===== src/rtl/regmap_pkg.sv =====
package regmap_pkg;
  localparam int KEY_W    = 5;
  localparam int TGT_W    = KEY_W + 1;
  localparam int NUM_KEYS = 1 << KEY_W;
  localparam int WORD_W   = 16;

  typedef struct packed {
    logic             active;
    logic             isvec;
    logic [1:0]       wcode;
    logic [TGT_W-1:0] target;
  } entry_t;

  function automatic int code_bits(logic [1:0] code, int xlen);
    case (code)
      2'd0:    return xlen;
      2'd1:    return 8;
      2'd2:    return 16;
      default: return 32;
    endcase
  endfunction
endpackage


===== src/rtl/regmap_decode.sv =====
module regmap_decode
  import regmap_pkg::*;
(
  input  logic              compact_i,
  input  logic [WORD_W-1:0] data_i,
  output logic [KEY_W-1:0]  key_o,
  output logic              file_o,
  output entry_t            entry_o
);
  // key and file sit at the same place in both layouts
  assign key_o  = data_i[KEY_W-1:0];
  assign file_o = data_i[KEY_W];

  always_comb begin
    if (compact_i) begin
      entry_o.active = 1'b1;
      entry_o.isvec  = 1'b1;
      entry_o.wcode  = data_i[7:6];
      entry_o.target = TGT_W'({data_i[KEY_W-1:0], 2'b00});
    end else begin
      entry_o.active = data_i[15];
      entry_o.isvec  = data_i[14];
      entry_o.wcode  = data_i[13:12];
      entry_o.target = data_i[11:6];
    end
  end
endmodule


===== src/rtl/regmap_table.sv =====
module regmap_table
  import regmap_pkg::*;
#(
  parameter int NUM_OPS = 4
) (
  input  logic                          clk_i,
  input  logic                          rst_ni,
  input  logic                          we_i,
  input  logic [KEY_W-1:0]              wkey_i,
  input  entry_t                        wentry_i,
  input  logic [NUM_OPS-1:0][KEY_W-1:0] rkey_i,
  output entry_t [NUM_OPS-1:0]          rentry_o
);
  entry_t mem_q [NUM_KEYS];

  always_ff @(posedge clk_i or negedge rst_ni) begin
    if (!rst_ni) begin
      for (int k = 0; k < NUM_KEYS; k++) mem_q[k] <= '0;
    end else if (we_i) begin
      mem_q[wkey_i] <= wentry_i;
    end
  end

  for (genvar p = 0; p < NUM_OPS; p++) begin : g_rd
    assign rentry_o[p] = mem_q[rkey_i[p]];
  end
endmodule


===== src/rtl/regmap_width.sv =====
module regmap_width
  import regmap_pkg::*;
#(
  parameter int NUM_OPS = 4,
  parameter int XLEN    = 64,
  parameter int BITS_W  = $clog2(XLEN + 1)
) (
  input  logic [NUM_OPS-1:0]      sel_i,
  input  logic [NUM_OPS-1:0][1:0] wcode_i,
  output logic [BITS_W-1:0]       bits_o,
  output logic [1:0]              wcode_o
);
  always_comb begin
    int   best;
    logic native_seen;
    logic [1:0] top;
    best        = 0;
    native_seen = 1'b0;
    top         = 2'd0;
    for (int p = 0; p < NUM_OPS; p++) begin
      if (sel_i[p]) begin
        if (code_bits(wcode_i[p], XLEN) > best) best = code_bits(wcode_i[p], XLEN);
        if (wcode_i[p] == 2'd0) native_seen = 1'b1;
        else if (wcode_i[p] > top) top = wcode_i[p];
      end
    end
    bits_o  = BITS_W'(best);
    wcode_o = native_seen ? 2'd0 : top;
  end
endmodule


===== src/rtl/regmap_redirect.sv =====
module regmap_redirect
  import regmap_pkg::*;
#(
  parameter int NUM_OPS = 4,
  parameter int XLEN    = 64,
  parameter int BITS_W  = $clog2(XLEN + 1)
) (
  input  logic                          clk_i,
  input  logic                          rst_ni,
  input  logic                          wr_en_i,
  input  logic                          wr_compact_i,
  input  logic [15:0]                   wr_data_i,
  input  logic [NUM_OPS-1:0][4:0]       op_reg_i,
  input  logic [NUM_OPS-1:0]            op_file_i,
  input  logic [NUM_OPS-1:0]            src_mask_i,
  output logic [NUM_OPS-1:0][5:0]       op_phys_o,
  output logic [NUM_OPS-1:0]            op_vec_o,
  output logic [NUM_OPS-1:0]            op_active_o,
  output logic [NUM_OPS-1:0][1:0]       op_wcode_o,
  output logic [BITS_W-1:0]             src_bits_o,
  output logic [1:0]                    src_wcode_o,
  output logic                          any_vec_o
);
  localparam int NUM_FILES = 2;

  logic [KEY_W-1:0] wkey;
  logic             wfile;
  entry_t           wentry;
  entry_t [NUM_OPS-1:0] rd_entry [NUM_FILES];

  regmap_decode u_dec (
    .compact_i (wr_compact_i),
    .data_i    (wr_data_i),
    .key_o     (wkey),
    .file_o    (wfile),
    .entry_o   (wentry)
  );

  for (genvar f = 0; f < NUM_FILES; f++) begin : g_file
    regmap_table #(.NUM_OPS(NUM_OPS)) u_tab (
      .clk_i    (clk_i),
      .rst_ni   (rst_ni),
      .we_i     (wr_en_i && (wfile == f[0])),
      .wkey_i   (wkey),
      .wentry_i (wentry),
      .rkey_i   (op_reg_i),
      .rentry_o (rd_entry[f])
    );
  end

  for (genvar p = 0; p < NUM_OPS; p++) begin : g_op
    entry_t hit;
    assign hit            = op_file_i[p] ? rd_entry[1][p] : rd_entry[0][p];
    assign op_active_o[p] = hit.active;
    assign op_vec_o[p]    = hit.active & hit.isvec;
    assign op_wcode_o[p]  = hit.active ? hit.wcode : 2'd0;
    // redirect regardless of the vector flag
    assign op_phys_o[p]   = hit.active ? hit.target : {1'b0, op_reg_i[p]};
  end

  assign any_vec_o = |op_vec_o;

  regmap_width #(.NUM_OPS(NUM_OPS), .XLEN(XLEN), .BITS_W(BITS_W)) u_width (
    .sel_i   (src_mask_i & op_active_o),
    .wcode_i (op_wcode_o),
    .bits_o  (src_bits_o),
    .wcode_o (src_wcode_o)
  );
endmodule


===== config.mk =====
export PLATFORM = sky130hd
export DESIGN_NAME = regmap_redirect
export DESIGN_NICKNAME = d
export VERILOG_FILES = /design/src/rtl/regmap_pkg.sv /design/src/rtl/regmap_decode.sv /design/src/rtl/regmap_table.sv /design/src/rtl/regmap_width.sv /design/src/rtl/regmap_redirect.sv
export SDC_FILE = /design/constraint.sdc
export NUM_CORES = 2
export LEC_CHECK = 0
export BUFFER_PORTS_ARGS = -buffer_cell sky130_fd_sc_hd__buf_2
export CAP_MARGIN = 20
export CELL_PAD_IN_SITES_DETAIL_PLACEMENT = 1
export CELL_PAD_IN_SITES_GLOBAL_PLACEMENT = 2
export CORE_MARGIN = 5
export CORE_UTILIZATION = 35
export DETAILED_ROUTE_END_ITERATION = 6
export MAX_ROUTING_LAYER = met4
export PLACE_DENSITY = 0.77
export SYNTH_ARGS = -nofsm -noshare
export SYNTH_HDL_FRONTEND = slang
export SYNTH_HIERARCHICAL = 1
export SYNTH_SLANG_ARGS = --single-unit

===== constraint.sdc =====
create_clock -name clk_i -period 7.75 [get_ports clk_i]
set_input_delay 0.775 -clock clk_i [delete_from_list [all_inputs] [get_ports clk_i]]
set_output_delay 0.775 -clock clk_i [all_outputs]
set_load 0.05 [all_outputs]

==> results.toml <==
[yosys]
synth_ff_type = "dfrtp_1"
synthArstFlopShare = 1.00
synth-edff-count = 0
ys_warn_count = 6
syn_inst = 4582
yosysMostFrequentCell = "mux2i_1"
synth_common_cells = "mux2i_1, dfrtp_1, mux2_2"
mappedNetlistArea_um2 = 48800
synth_area_per_cell_um2 = 10.7
netlist.area_leader.share = 0.328
synth.distinct_cells = 65
yosysTopAreaCell = "dfrtp_1"
synth-seq-cells = 640
yosysSeqAreaShare = 0.328
synth_area_leaders = "dfrtp_1, mux2i_1, mux2_2"

[timing]
relSlewSlack = 0.214
worst_pin_slew_ns = 1.18
fin_tns_setup_ns = 0
period_minus_slack_ns = 7.62
setup_viol = 0
clock.fmax_ghz = 0.131
finalHoldViolCount = 0
fin_crit_sh = 0.983
worst_clock_skew_ns = 0
drv_slew = 0

[cts]
numCtsBuffers = 81
cts.clk_slew.worst_paths_ns = 0.06
clk_path_buf_depth = 3
cts_root_buf = "clkbuf_16"
cts_tree = "yes"
clock_latency_ns = 0.70
cts.sinks = 640
htree_levels = 3

[min_path]
hp-class = "in -> async"

[detailed_routing]
wl_mm = 217
viasPerCell = 6.37
first_iter_violations = 4328
drc_errors = 0
vias = 41600
postRouteAntennaNets = 0
drtPass1Iterations = 6
wl_per_cell_um = 33.2

[place]
hpwl_mm = 146
port_buffers = 94
placed_area_um2 = 51700
globalplace.congestion = 0.959
dp_cells = 6361

[floorplanning]
die_area_um2 = 147000
pin_count = 98
rows = 137
start_util = 0.351
die_h_um = 384
dieWidth_um = 384
core-area_um2 = 139000

[global_routing]
grt_pass1_vias = 42600
grt_usage = 0.293
grt_max_degree = 149
grt_pass1_wl_mm = 312
antenna_found_initial = 5
overflow = 0

[final_layout]
stdcell_count = 6529
syn_to_final_growth_pct = 12.4
final_core_util = 0.395
final_cell_area_um2 = 54900
reg_top3 = "g_file.u_tab/mem_q: 640 flops"
top_register = "g_file.u_tab/mem_q"
largest_register_ffs = 640
fin_nets = 4648
drive_above_1_share = 0.271

[setup_path]
regToRegStartpoint = "g_file[0].u_tab/mem_q[319]$_DFFE_PN0P_"
worst-endpoint-arrival_ns = 6.85
crit_required_ns = 6.97
cp_max_fo = 13
start_kind = "input pin"
worstSetupPathType = "in -> out"
crit_path_end_kind = "output port"
crit_path_start = "op_reg_i[8]"

[power]
power_density_nw_per_um2 = 214
power.total_w = 0.0117
vdd_drop_max_v = 0.000164
p_leak_nw = 26.2

[run]
cap_violations = 0

[outcome]
outcome = "complete, no violations"
-- final timing paths --
kind / end / slack [ns] / depth (start not counted)
worst max-delay path: src_bits_o[3] / 0.13 / 27
worst min-delay path: g_file[0].u_tab/mem_q[262]$_DFFE_PN0P_ / 0.07 / 1
worst max register to register: g_file[0].u_tab/mem_q[319]$_DFFE_PN0P_ / 6.75 / 2
worst min register to register: g_file[0].u_tab/mem_q[188]$_DFFE_PN0P_ / 0.58 / 1
max in group asynchronous: g_file[1].u_tab/mem_q[144]$_DFFE_PN0P_ / 6.22 / 2
min in group clk_i: g_file[0].u_tab/mem_q[188]$_DFFE_PN0P_ / 0.58 / 1
-- worst max-delay path: stages --
cell	delay, ns
buf_2	0.37
or2_2	0.45
nor3_1	0.11
a31oi_1	0.34
nand3_1	0.23
mux2i_4	0.30
nor2_2	0.13
nor2_1	0.23
ha_1	0.29
nand4_1	0.12
nand2_1	0.13
a21oi_4	0.23
mux2_2	0.38
ha_1	0.30
nand2_1	0.14
a2111oi_2	0.06
or3_4	0.39
and2_4	0.18
a21oi_1	0.18
ha_1	0.29
o21a_1	0.12
o21a_1	0.17
o211ai_1	0.16
buf_4	0.21
a21oi_1	0.09
a311oi_4	0.24
buf_6	0.20
-- layer usage --
| metal | track usage | vias up | share of wire |
|---|---|---|---|
| met1 | 0.404 | 21800 | 0.44 |
| met4 | 0.124 | 0 | 0.049 |
| met2 | 0.420 | 1884 | 0.42 |
| li1 | - | 17400 | - |
| met3 | 0.0575 | 492 | 0.084 |
| met5 | - | - | 0 |
-- final cells by class --
type	count	area, um^2
inverter	21	78.8
tap	1876	2350
clock buffer	108	2280
antenna	8	20.0
sequential	640	16000
timing repair buffer	329	2640
clock inverter	40	601
multi-input combinational	3507	30900
fill	15200	84100
-- timing repair --
item,4_1_cts,5_1_grt
gates cloned,0,1
hold buffers,0,0
gates resized for setup,8,31
buffers inserted,7,3
pin swaps,0,1
setup endpoints to repair,4,4
-- power by group --
group	internal, W	switching, W	total, W
logic	0.00131	0.00176	0.00307
clock network	0.00251	0.00165	0.00416
registers	0.00380	0.000716	0.00451
total	0.00762	0.00413	0.0117
-- through the flow --
stage	hold WS, ns	setup WS (ns)
final	0.0742	0.128
after global routing	0.119	-0.0337
after CTS	0.0749	0.00947
after global placement	0.558	-0.0594
after floorplan	0.479	0.00579
after detailed placement	0.561	-0.269
-- cell families after synthesis --
group           count (synthesis)  synth area share
flops                         640             0.328
simple gates                  731            0.0846
fa+ha+maj                      20           0.00512
other cells                     1         0.0000768
buf+inv                       437            0.0460
compound gates                781             0.113
mux                          1972             0.423
-- cell usage in the layout, fill, tap and decap left out, drive strengths merged, types with 31 or more instances in the layout --
cell type  netlist  routed
dfrtp          640     640
nor2            72      72
mux2i         1322    1322
a21oi          175     175
clkbuf         173     111
buf            243     326
a22oi          321     321
a31oi           81      81
o21ai           31      31
nand4           82      82
nand3          169     169
nor3            83      83
mux2           650     650
nand2          233     233
a22o           160     160
No activity file was read; power rests on OpenSTA's default activity.
